===== config.mk =====
export PLATFORM = sky130hd
export DESIGN_NAME = swd_xact
export DESIGN_NICKNAME = d
export VERILOG_FILES = /design/src/rtl/swdt_pkg.sv /design/src/rtl/swdt_engine.sv /design/src/rtl/swdt_seq.sv /design/src/rtl/swd_xact.sv
export SDC_FILE = /design/constraint.sdc
export NUM_CORES = 1
export LEC_CHECK = 0
export BUFFER_PORTS_ARGS = -buffer_cell sky130_fd_sc_hd__buf_4
export CAP_MARGIN = 25
export CELL_PAD_IN_SITES_DETAIL_PLACEMENT = 1
export CELL_PAD_IN_SITES_GLOBAL_PLACEMENT = 1
export CORE_UTILIZATION = 34
export DETAILED_ROUTE_END_ITERATION = 6
export GPL_TIMING_DRIVEN = 0
export PLACE_DENSITY = 0.63
export SLEW_MARGIN = 0
export SYNTH_ARGS = -nofsm -noshare
export SYNTH_HDL_FRONTEND = slang
export SYNTH_SLANG_ARGS = --single-unit

===== constraint.sdc =====
create_clock -name clk -period 3.8 [get_ports clk]
set_clock_uncertainty 0.2 [all_clocks]
set_input_delay 0.19 -clock clk [delete_from_list [all_inputs] [get_ports clk]]
set_output_delay 0.19 -clock clk [all_outputs]
set_load 0.01 [all_outputs]

===== src/rtl/swdt_pkg.sv =====
package swdt_pkg;

    typedef enum logic [2:0] {
        C_IDLE, C_REQ, C_TRN_A, C_ACK, C_TRN_B, C_WDAT, C_RDAT, C_TRN_C
    } seq_state_t;

    typedef enum logic [1:0] {
        E_IDLE, E_LOW, E_HIGH
    } eng_state_t;

    localparam logic [2:0] ACK_OK    = 3'b001;
    localparam logic [2:0] ACK_WAIT  = 3'b010;
    localparam logic [2:0] ACK_FAULT = 3'b100;
    localparam logic [2:0] ACK_NONE  = 3'b111;

    function automatic logic [7:0] req_byte(input logic ap, input logic rd,
                                            input logic [1:0] a);
        return {1'b1, 1'b0, ap ^ rd ^ a[1] ^ a[0], a[1], a[0], rd, ap, 1'b1};
    endfunction

endpackage


===== src/rtl/swdt_engine.sv =====
module swdt_engine
    import swdt_pkg::*;
#(
    parameter int NMAX     = 33,
    parameter int CLK_HALF = 2,
    localparam int CW      = $clog2(NMAX + 1),
    localparam int DW      = $clog2(CLK_HALF) + 1
) (
    input  logic            clk,
    input  logic            rst_n,
    input  logic            go,
    input  logic [CW-1:0]   nbits,
    input  logic            drive,
    input  logic [NMAX-1:0] tx,
    input  logic            sin,
    output logic            fin,
    output logic [NMAX-1:0] rx,
    output logic            sclk,
    output logic            sdo,
    output logic            soe
);

    eng_state_t      st_q, st_d;
    logic [DW-1:0]   div_q;
    logic [CW-1:0]   left_q;
    logic [NMAX-1:0] txs_q;
    logic            drv_q;
    logic            half_end;

    assign half_end = (div_q == DW'(CLK_HALF - 1));

    always_comb begin
        st_d = st_q;
        unique case (st_q)
            E_IDLE: if (go) st_d = E_LOW;
            E_LOW:  if (half_end) st_d = E_HIGH;
            E_HIGH: if (half_end) st_d = (left_q == CW'(1)) ? E_IDLE : E_LOW;
            default: st_d = E_IDLE;
        endcase
    end

    always_ff @(posedge clk or negedge rst_n) begin
        if (!rst_n) st_q <= E_IDLE;
        else        st_q <= st_d;
    end

    always_ff @(posedge clk or negedge rst_n) begin
        if (!rst_n) begin
            div_q  <= '0;
            left_q <= '0;
            txs_q  <= '0;
            drv_q  <= 1'b0;
            rx     <= '0;
            fin    <= 1'b0;
            sclk   <= 1'b1;
            sdo    <= 1'b1;
            soe    <= 1'b1;
        end else begin
            fin <= 1'b0;
            unique case (st_q)
                E_IDLE: if (go) begin
                    txs_q  <= tx;
                    left_q <= nbits;
                    drv_q  <= drive;
                    div_q  <= '0;
                    sclk   <= 1'b0;
                    sdo    <= drive ? tx[0] : 1'b1;
                    soe    <= drive;
                end
                E_LOW: begin
                    if (half_end) begin
                        rx    <= {sin, rx[NMAX-1:1]};
                        sclk  <= 1'b1;
                        div_q <= '0;
                    end else begin
                        div_q <= div_q + DW'(1);
                    end
                end
                E_HIGH: begin
                    if (half_end) begin
                        div_q <= '0;
                        if (left_q == CW'(1)) begin
                            fin <= 1'b1;
                            sdo <= 1'b1;
                            soe <= 1'b1;
                        end else begin
                            txs_q  <= txs_q >> 1;
                            sdo    <= drv_q ? txs_q[1] : 1'b1;
                            left_q <= left_q - CW'(1);
                            sclk   <= 1'b0;
                        end
                    end else begin
                        div_q <= div_q + DW'(1);
                    end
                end
                default: ;
            endcase
        end
    end


    data_edge_chk: assert property (@(posedge clk) disable iff (!rst_n)
        (st_q != E_IDLE && !$stable(sdo)) |-> !sclk);

endmodule


===== src/rtl/swdt_seq.sv =====
module swdt_seq
    import swdt_pkg::*;
#(
    parameter int DATA_W = 32,
    parameter int TRN_W  = 2,
    localparam int NMAX  = DATA_W + 1,
    localparam int CW    = $clog2(NMAX + 1)
) (
    input  logic              clk,
    input  logic              rst_n,
    input  logic              start,
    input  logic              ap_sel,
    input  logic              rnw,
    input  logic [1:0]        addr,
    input  logic [DATA_W-1:0] wdata,
    input  logic [TRN_W-1:0]  trn_cfg,
    input  logic              fin,
    input  logic [NMAX-1:0]   rx,
    output logic              go,
    output logic [CW-1:0]     nbits,
    output logic              drive,
    output logic [NMAX-1:0]   tx,
    output logic              busy,
    output logic              done,
    output logic [2:0]        ack,
    output logic [DATA_W-1:0] rdata,
    output logic              par_err
);

    seq_state_t        st_q, st_d;
    logic              ap_q, rnw_q;
    logic [1:0]        addr_q;
    logic [DATA_W-1:0] wdata_q;
    logic [TRN_W-1:0]  trn_q;
    logic [2:0]        rx_ack;

    assign rx_ack = rx[NMAX-1:NMAX-3];
    assign busy   = (st_q != C_IDLE);

    always_comb begin
        st_d = st_q;
        unique case (st_q)
            C_IDLE:  if (start) st_d = C_REQ;
            C_REQ:   if (fin) st_d = C_TRN_A;
            C_TRN_A: if (fin) st_d = C_ACK;
            C_ACK:   if (fin) st_d = (rx_ack == ACK_OK && rnw_q) ? C_RDAT : C_TRN_B;
            C_TRN_B: if (fin) st_d = (ack == ACK_OK) ? C_WDAT : C_IDLE;
            C_WDAT:  if (fin) st_d = C_IDLE;
            C_RDAT:  if (fin) st_d = C_TRN_C;
            C_TRN_C: if (fin) st_d = C_IDLE;
            default: st_d = C_IDLE;
        endcase
    end

    always_ff @(posedge clk or negedge rst_n) begin
        if (!rst_n) st_q <= C_IDLE;
        else        st_q <= st_d;
    end

    always_ff @(posedge clk or negedge rst_n) begin
        if (!rst_n) begin
            go      <= 1'b0;
            done    <= 1'b0;
            ap_q    <= 1'b0;
            rnw_q   <= 1'b0;
            addr_q  <= '0;
            wdata_q <= '0;
            trn_q   <= '0;
            ack     <= '0;
            rdata   <= '0;
            par_err <= 1'b0;
        end else begin
            go   <= (st_d != st_q) && (st_d != C_IDLE);
            done <= (st_q != C_IDLE) && (st_d == C_IDLE);
            if (st_q == C_IDLE && start) begin
                ap_q    <= ap_sel;
                rnw_q   <= rnw;
                addr_q  <= addr;
                wdata_q <= wdata;
                trn_q   <= trn_cfg;
                ack     <= '0;
                par_err <= 1'b0;
            end
            if (st_q == C_ACK && fin) ack <= rx_ack;
            if (st_q == C_RDAT && fin) begin
                rdata   <= rx[DATA_W-1:0];
                par_err <= rx[NMAX-1] ^ (^rx[DATA_W-1:0]);
            end
        end
    end

    always_comb begin
        nbits = CW'(trn_q) + CW'(1);
        drive = 1'b0;
        tx    = '0;
        unique case (st_q)
            C_REQ:  begin nbits = CW'(8); drive = 1'b1;
                          tx = NMAX'(req_byte(ap_q, rnw_q, addr_q)); end
            C_ACK:  nbits = CW'(3);
            C_WDAT: begin nbits = CW'(NMAX); drive = 1'b1;
                          tx = {^wdata_q, wdata_q}; end
            C_RDAT: nbits = CW'(NMAX);
            default: ;
        endcase
    end


    data_gate_chk: assert property (@(posedge clk) disable iff (!rst_n)
        (st_q == C_WDAT || st_q == C_RDAT) |-> (ack == ACK_OK));


    perr_read_chk: assert property (@(posedge clk) disable iff (!rst_n)
        par_err |-> rnw_q);


    hold_params_chk: assert property (@(posedge clk) disable iff (!rst_n)
        (busy && $past(busy)) |-> ($stable(ap_q) && $stable(addr_q) && $stable(trn_q)));

endmodule


===== src/rtl/swd_xact.sv =====
module swd_xact
    import swdt_pkg::*;
#(
    parameter int DATA_W   = 32,
    parameter int TRN_W    = 2,
    parameter int CLK_HALF = 2,
    localparam int NMAX    = DATA_W + 1,
    localparam int CW      = $clog2(NMAX + 1)
) (
    input  logic              clk,
    input  logic              rst_n,
    input  logic              start,
    input  logic              ap_sel,
    input  logic              rnw,
    input  logic [1:0]        addr,
    input  logic [DATA_W-1:0] wdata,
    input  logic [TRN_W-1:0]  trn_cfg,
    input  logic              swdio_in,
    output logic              swclk,
    output logic              swdio_out,
    output logic              swdio_oe,
    output logic              busy,
    output logic              done,
    output logic [2:0]        ack,
    output logic [DATA_W-1:0] rdata,
    output logic              par_err
);

    logic            go, drive, fin;
    logic [CW-1:0]   nbits;
    logic [NMAX-1:0] tx, rx;

    swdt_seq #(.DATA_W(DATA_W), .TRN_W(TRN_W)) u_seq (
        .clk(clk), .rst_n(rst_n), .start(start), .ap_sel(ap_sel), .rnw(rnw),
        .addr(addr), .wdata(wdata), .trn_cfg(trn_cfg), .fin(fin), .rx(rx),
        .go(go), .nbits(nbits), .drive(drive), .tx(tx), .busy(busy),
        .done(done), .ack(ack), .rdata(rdata), .par_err(par_err)
    );

    swdt_engine #(.NMAX(NMAX), .CLK_HALF(CLK_HALF)) u_eng (
        .clk(clk), .rst_n(rst_n), .go(go), .nbits(nbits), .drive(drive),
        .tx(tx), .sin(swdio_in), .fin(fin), .rx(rx), .sclk(swclk),
        .sdo(swdio_out), .soe(swdio_oe)
    );


    done_own_chk: assert property (@(posedge clk) disable iff (!rst_n)
        done |-> (swdio_oe && !busy && swclk));


    done_pulse_chk: assert property (@(posedge clk) disable iff (!rst_n)
        done |=> !done);

endmodule


==> flow_summary_export.csv <==
group,metric,value,unit
clock_tree,cts_buffer_depth,2,
setup_path,cp-startpoint,"u_eng.st_q[0]",
sta,period_share,63.3,%
sta,finalSetupViolations,0,
sta,rsz0062_at_grt,"no",
clock_tree,h-tree-depth,4,
routing,finalWirelength,17000,um
pwr,leakage,0.00425,uW
grt,grt_pass1_wl,28500,um
yosys,synth_seq_cells,159,
grt,grt_usage,16.6,%
floorplanning,die_x,149,um
grt,use_met1,19.4,%
setup_path,rr_startpoint,"u_eng.st_q[0]",
sta,setup_ws,1400,ps
setup_path,startpoint_type,"flip-flop",
finish,insertedDiodeCount,0,
setup_path,ff2ff_path_depth,9,
clock_tree,clockRootBuffer,"clkbuf_16",
yosys,synth_area,0.00734,sq mm
placed_design,place_congestion,0.767,
floorplanning,ios,83,
routing,drc,0,
grt,grt_overflow,0,
placed_design,dp_cells,937,
setup_path,worstSetupPathType,"reg2reg",
yosys,synth.top_cell.area_share,53.2,%
placed_design,dp_worst_setup_slack,1400,ps
clock_tree,cts_tree,"yes",
routing,vias,4995,
floorplanning,fp.dieH,149,um
finish,syn_to_final_growth,27.2,%
routing,detail-route-antenna-nets,0,
yosys,synth_area_leaders,"dfrtp_1 53%, mux2_2 16%, xnor2_1 7.0%",
setup_path,required,3920,ps
floorplanning,dieArea,0.0222,sq mm
finish,layout-drive-gt1-share,36.6,%
placed_design,portBuffers,82,
floorplanning,start_util,34.8,%
floorplanning,core_area,0.0211,sq mm
clock_tree,clk_latency,440,ps
pwr,power-per-cell-area,661,mW/mm^2
yosys,postSynthCellCount,579,
yosys,postSynthNetCount,629,
routing,viasPerCell,4.95,
yosys,synth_edf_count,0,
setup_path,end_kind,"flip-flop",
yosys,synth_common_cells,"156 x dfrtp_1, 107 x mux2_2, 73 x nor2_1, 59 x xnor2_1",
grt,grt_max_degree,123,
finish,final_cells,1010,
sta,fin_crit,2400,ps
sta,finalHoldViolCount,0,
pwr,vdd_ir_drop_max,0.362,mV
clock_tree,cts_resized,0,
routing,first_iter_violations,156,
yosys,yosysWarnings,0,
grt,grt_pass1_vias,5561,
yosys,syn_avg_cell_area,12.7,sq um
setup_path,crit_fanout,10,
grt,grt_use_met2,29.2,%
yosys,synth.distinct_cells,49,
placed_design,dp_hpwl,11500,um
finish,fin_util,44.3,%
run_status,status,"completed",
yosys,yosys_most_used_dff,"dfrtp_1",
clock_tree,cts.sinks,159,
sta,finalSetupTns,0,ps
clock_tree,clk_pin_slew,70,ps
setup_path,cp.arrival,2520,ps
yosys,synth.largest_area_cell,"dfrtp_1",
clock_tree,cts_made_buffers,17,
sta,slew_headroom,46.9,%
sta,fmax,0.416,GHz
grt,top_usage_layer,"met2",
grt,grtUsageMet3,4.59,%
finish,final_nets,772,
sta,slew_violations,0,
yosys,ys_seq_area_share,54.3,%
grt,antenna_found_initial,0,
job,maxCapViolations,0,
setup_path,r2r_setup_slack,1400,ps
floorplanning,rows,53,
pwr,total_power,6170,uW
routing,first_pass_iters,4,
sta,tightest_slew,792,ps
worst_hold_path,hp-class,"in2async",
yosys,async_reset_ff_share,100,%
yosys,yosysMostFrequentCell,"dfrtp_1",
routing,avgRoutedWirePerCell,16.8,um
[per-stage QoR]
stage | area, sq um | hold slack [ps]
finish | 9330 | 24.1
global route | 9330 | 49.1
CTS | 9330 | 16.0
detailed placement | 8340 | -115
global placement | 8300 | 211
floorplan | 7340 | -306
[placed cells by master, fill, tap and decap left out, types with 2 or more instances in the layout]
cell type	instances
dfrtp_1	156
mux2_2	107
buf_4	83
nor2_1	73
xnor2_1	59
dlygate4sd3_1	41
nand2_1	19
o21ai_0	19
clkbuf_16	17
a221oi_1	16
a221oi_2	15
buf_2	11
inv_1	10
xor2_1	9
a21oi_1	8
ha_1	8
clkbuf_1	7
buf_6	7
a22o_1	6
nand2b_1	4
nor3_1	4
nand3_1	4
clkinv_4	4
inv_8	4
nand3b_1	3
inv_6	3
dfstp_2	3
nor3_2	2
o21ai_1	2
[timing repair]
| item | 4_1_cts | 5_1_grt |
|---|---|---|
| endpoints found under the setup margin | 0 | 0 |
| hold buffers | 41 | 0 |
| setup buffers | 0 | 0 |
| endpoints found under the hold margin | 196 | 0 |
[final cells by class]
cell class / instances / area, sq um
Inverter: 11 / 41.3
Clock buffer: 18 / 439
Tap cell: 275 / 344
Clock inverter: 14 / 149
Sequential cell: 159 / 3980
Fill cell: 2249 / 11800
Buffer: 28 / 179
Multi-Input combinational cell: 381 / 3140
Timing Repair Buffer: 124 / 1060
[power breakdown]
group / internal, uW / switching, uW
combinational: 1040 / 1040
sequential: 2060 / 317
clock: 945 / 768
total: 4040 / 2130
[worst max-delay path, cell delays in order, from the launching register on]
cell,delay [ps]
dfrtp_1,420
inv_1,90
ha_1,270
and2b_4,220
a211oi_4,400
nand2_4,110
buf_6,170
buf_6,160
a221oi_2,200
nor2_1,60
[metal layers]
metal / share of wire, % / routed length (um)
met2: 52 / 8740
met4: 1.5 / 250
met5: 0 / 0
met1: 43 / 7230
met3: 4.3 / 736
[logic make-up after synthesis]
| logic type | after synthesis | share of synthesized area [%] |
|---|---|---|
| DFF | 159 | 54.3 |
| and+or+nand+nor | 121 | 7.82 |
| muxes | 107 | 16.4 |
| AOI/OAI and AO/OA | 77 | 9.03 |
| xor gates and xnor gates | 68 | 8.11 |
| buffers and inverters | 39 | 3.00 |
| adders and majority gates | 8 | 1.36 |
[registers in the layout (all words and copies together), names as in the netlist, 2 cells and up]
register / cells
u_seq.ack: 3
u_seq.addr_q: 2
u_eng.left_q: 6
u_seq.rdata: 32
u_eng.rx: 33
u_seq.st_q: 3
u_seq.wdata_q: 32
u_eng.txs_q: 32
u_eng.div_q: 2
u_seq.trn_q: 2
u_eng.st_q: 2
[worst paths after layout]
path	to
max in group asynchronous	u_eng.rx[28]
worst min-delay path	u_seq.wdata_q[9]
min in group clk	u_eng.drv_q
worst min register to register	u_eng.drv_q
worst max-delay path	u_eng.txs_q[22]
worst max register to register	u_eng.txs_q[22]
No activity file was read; power rests on OpenSTA's default activity.
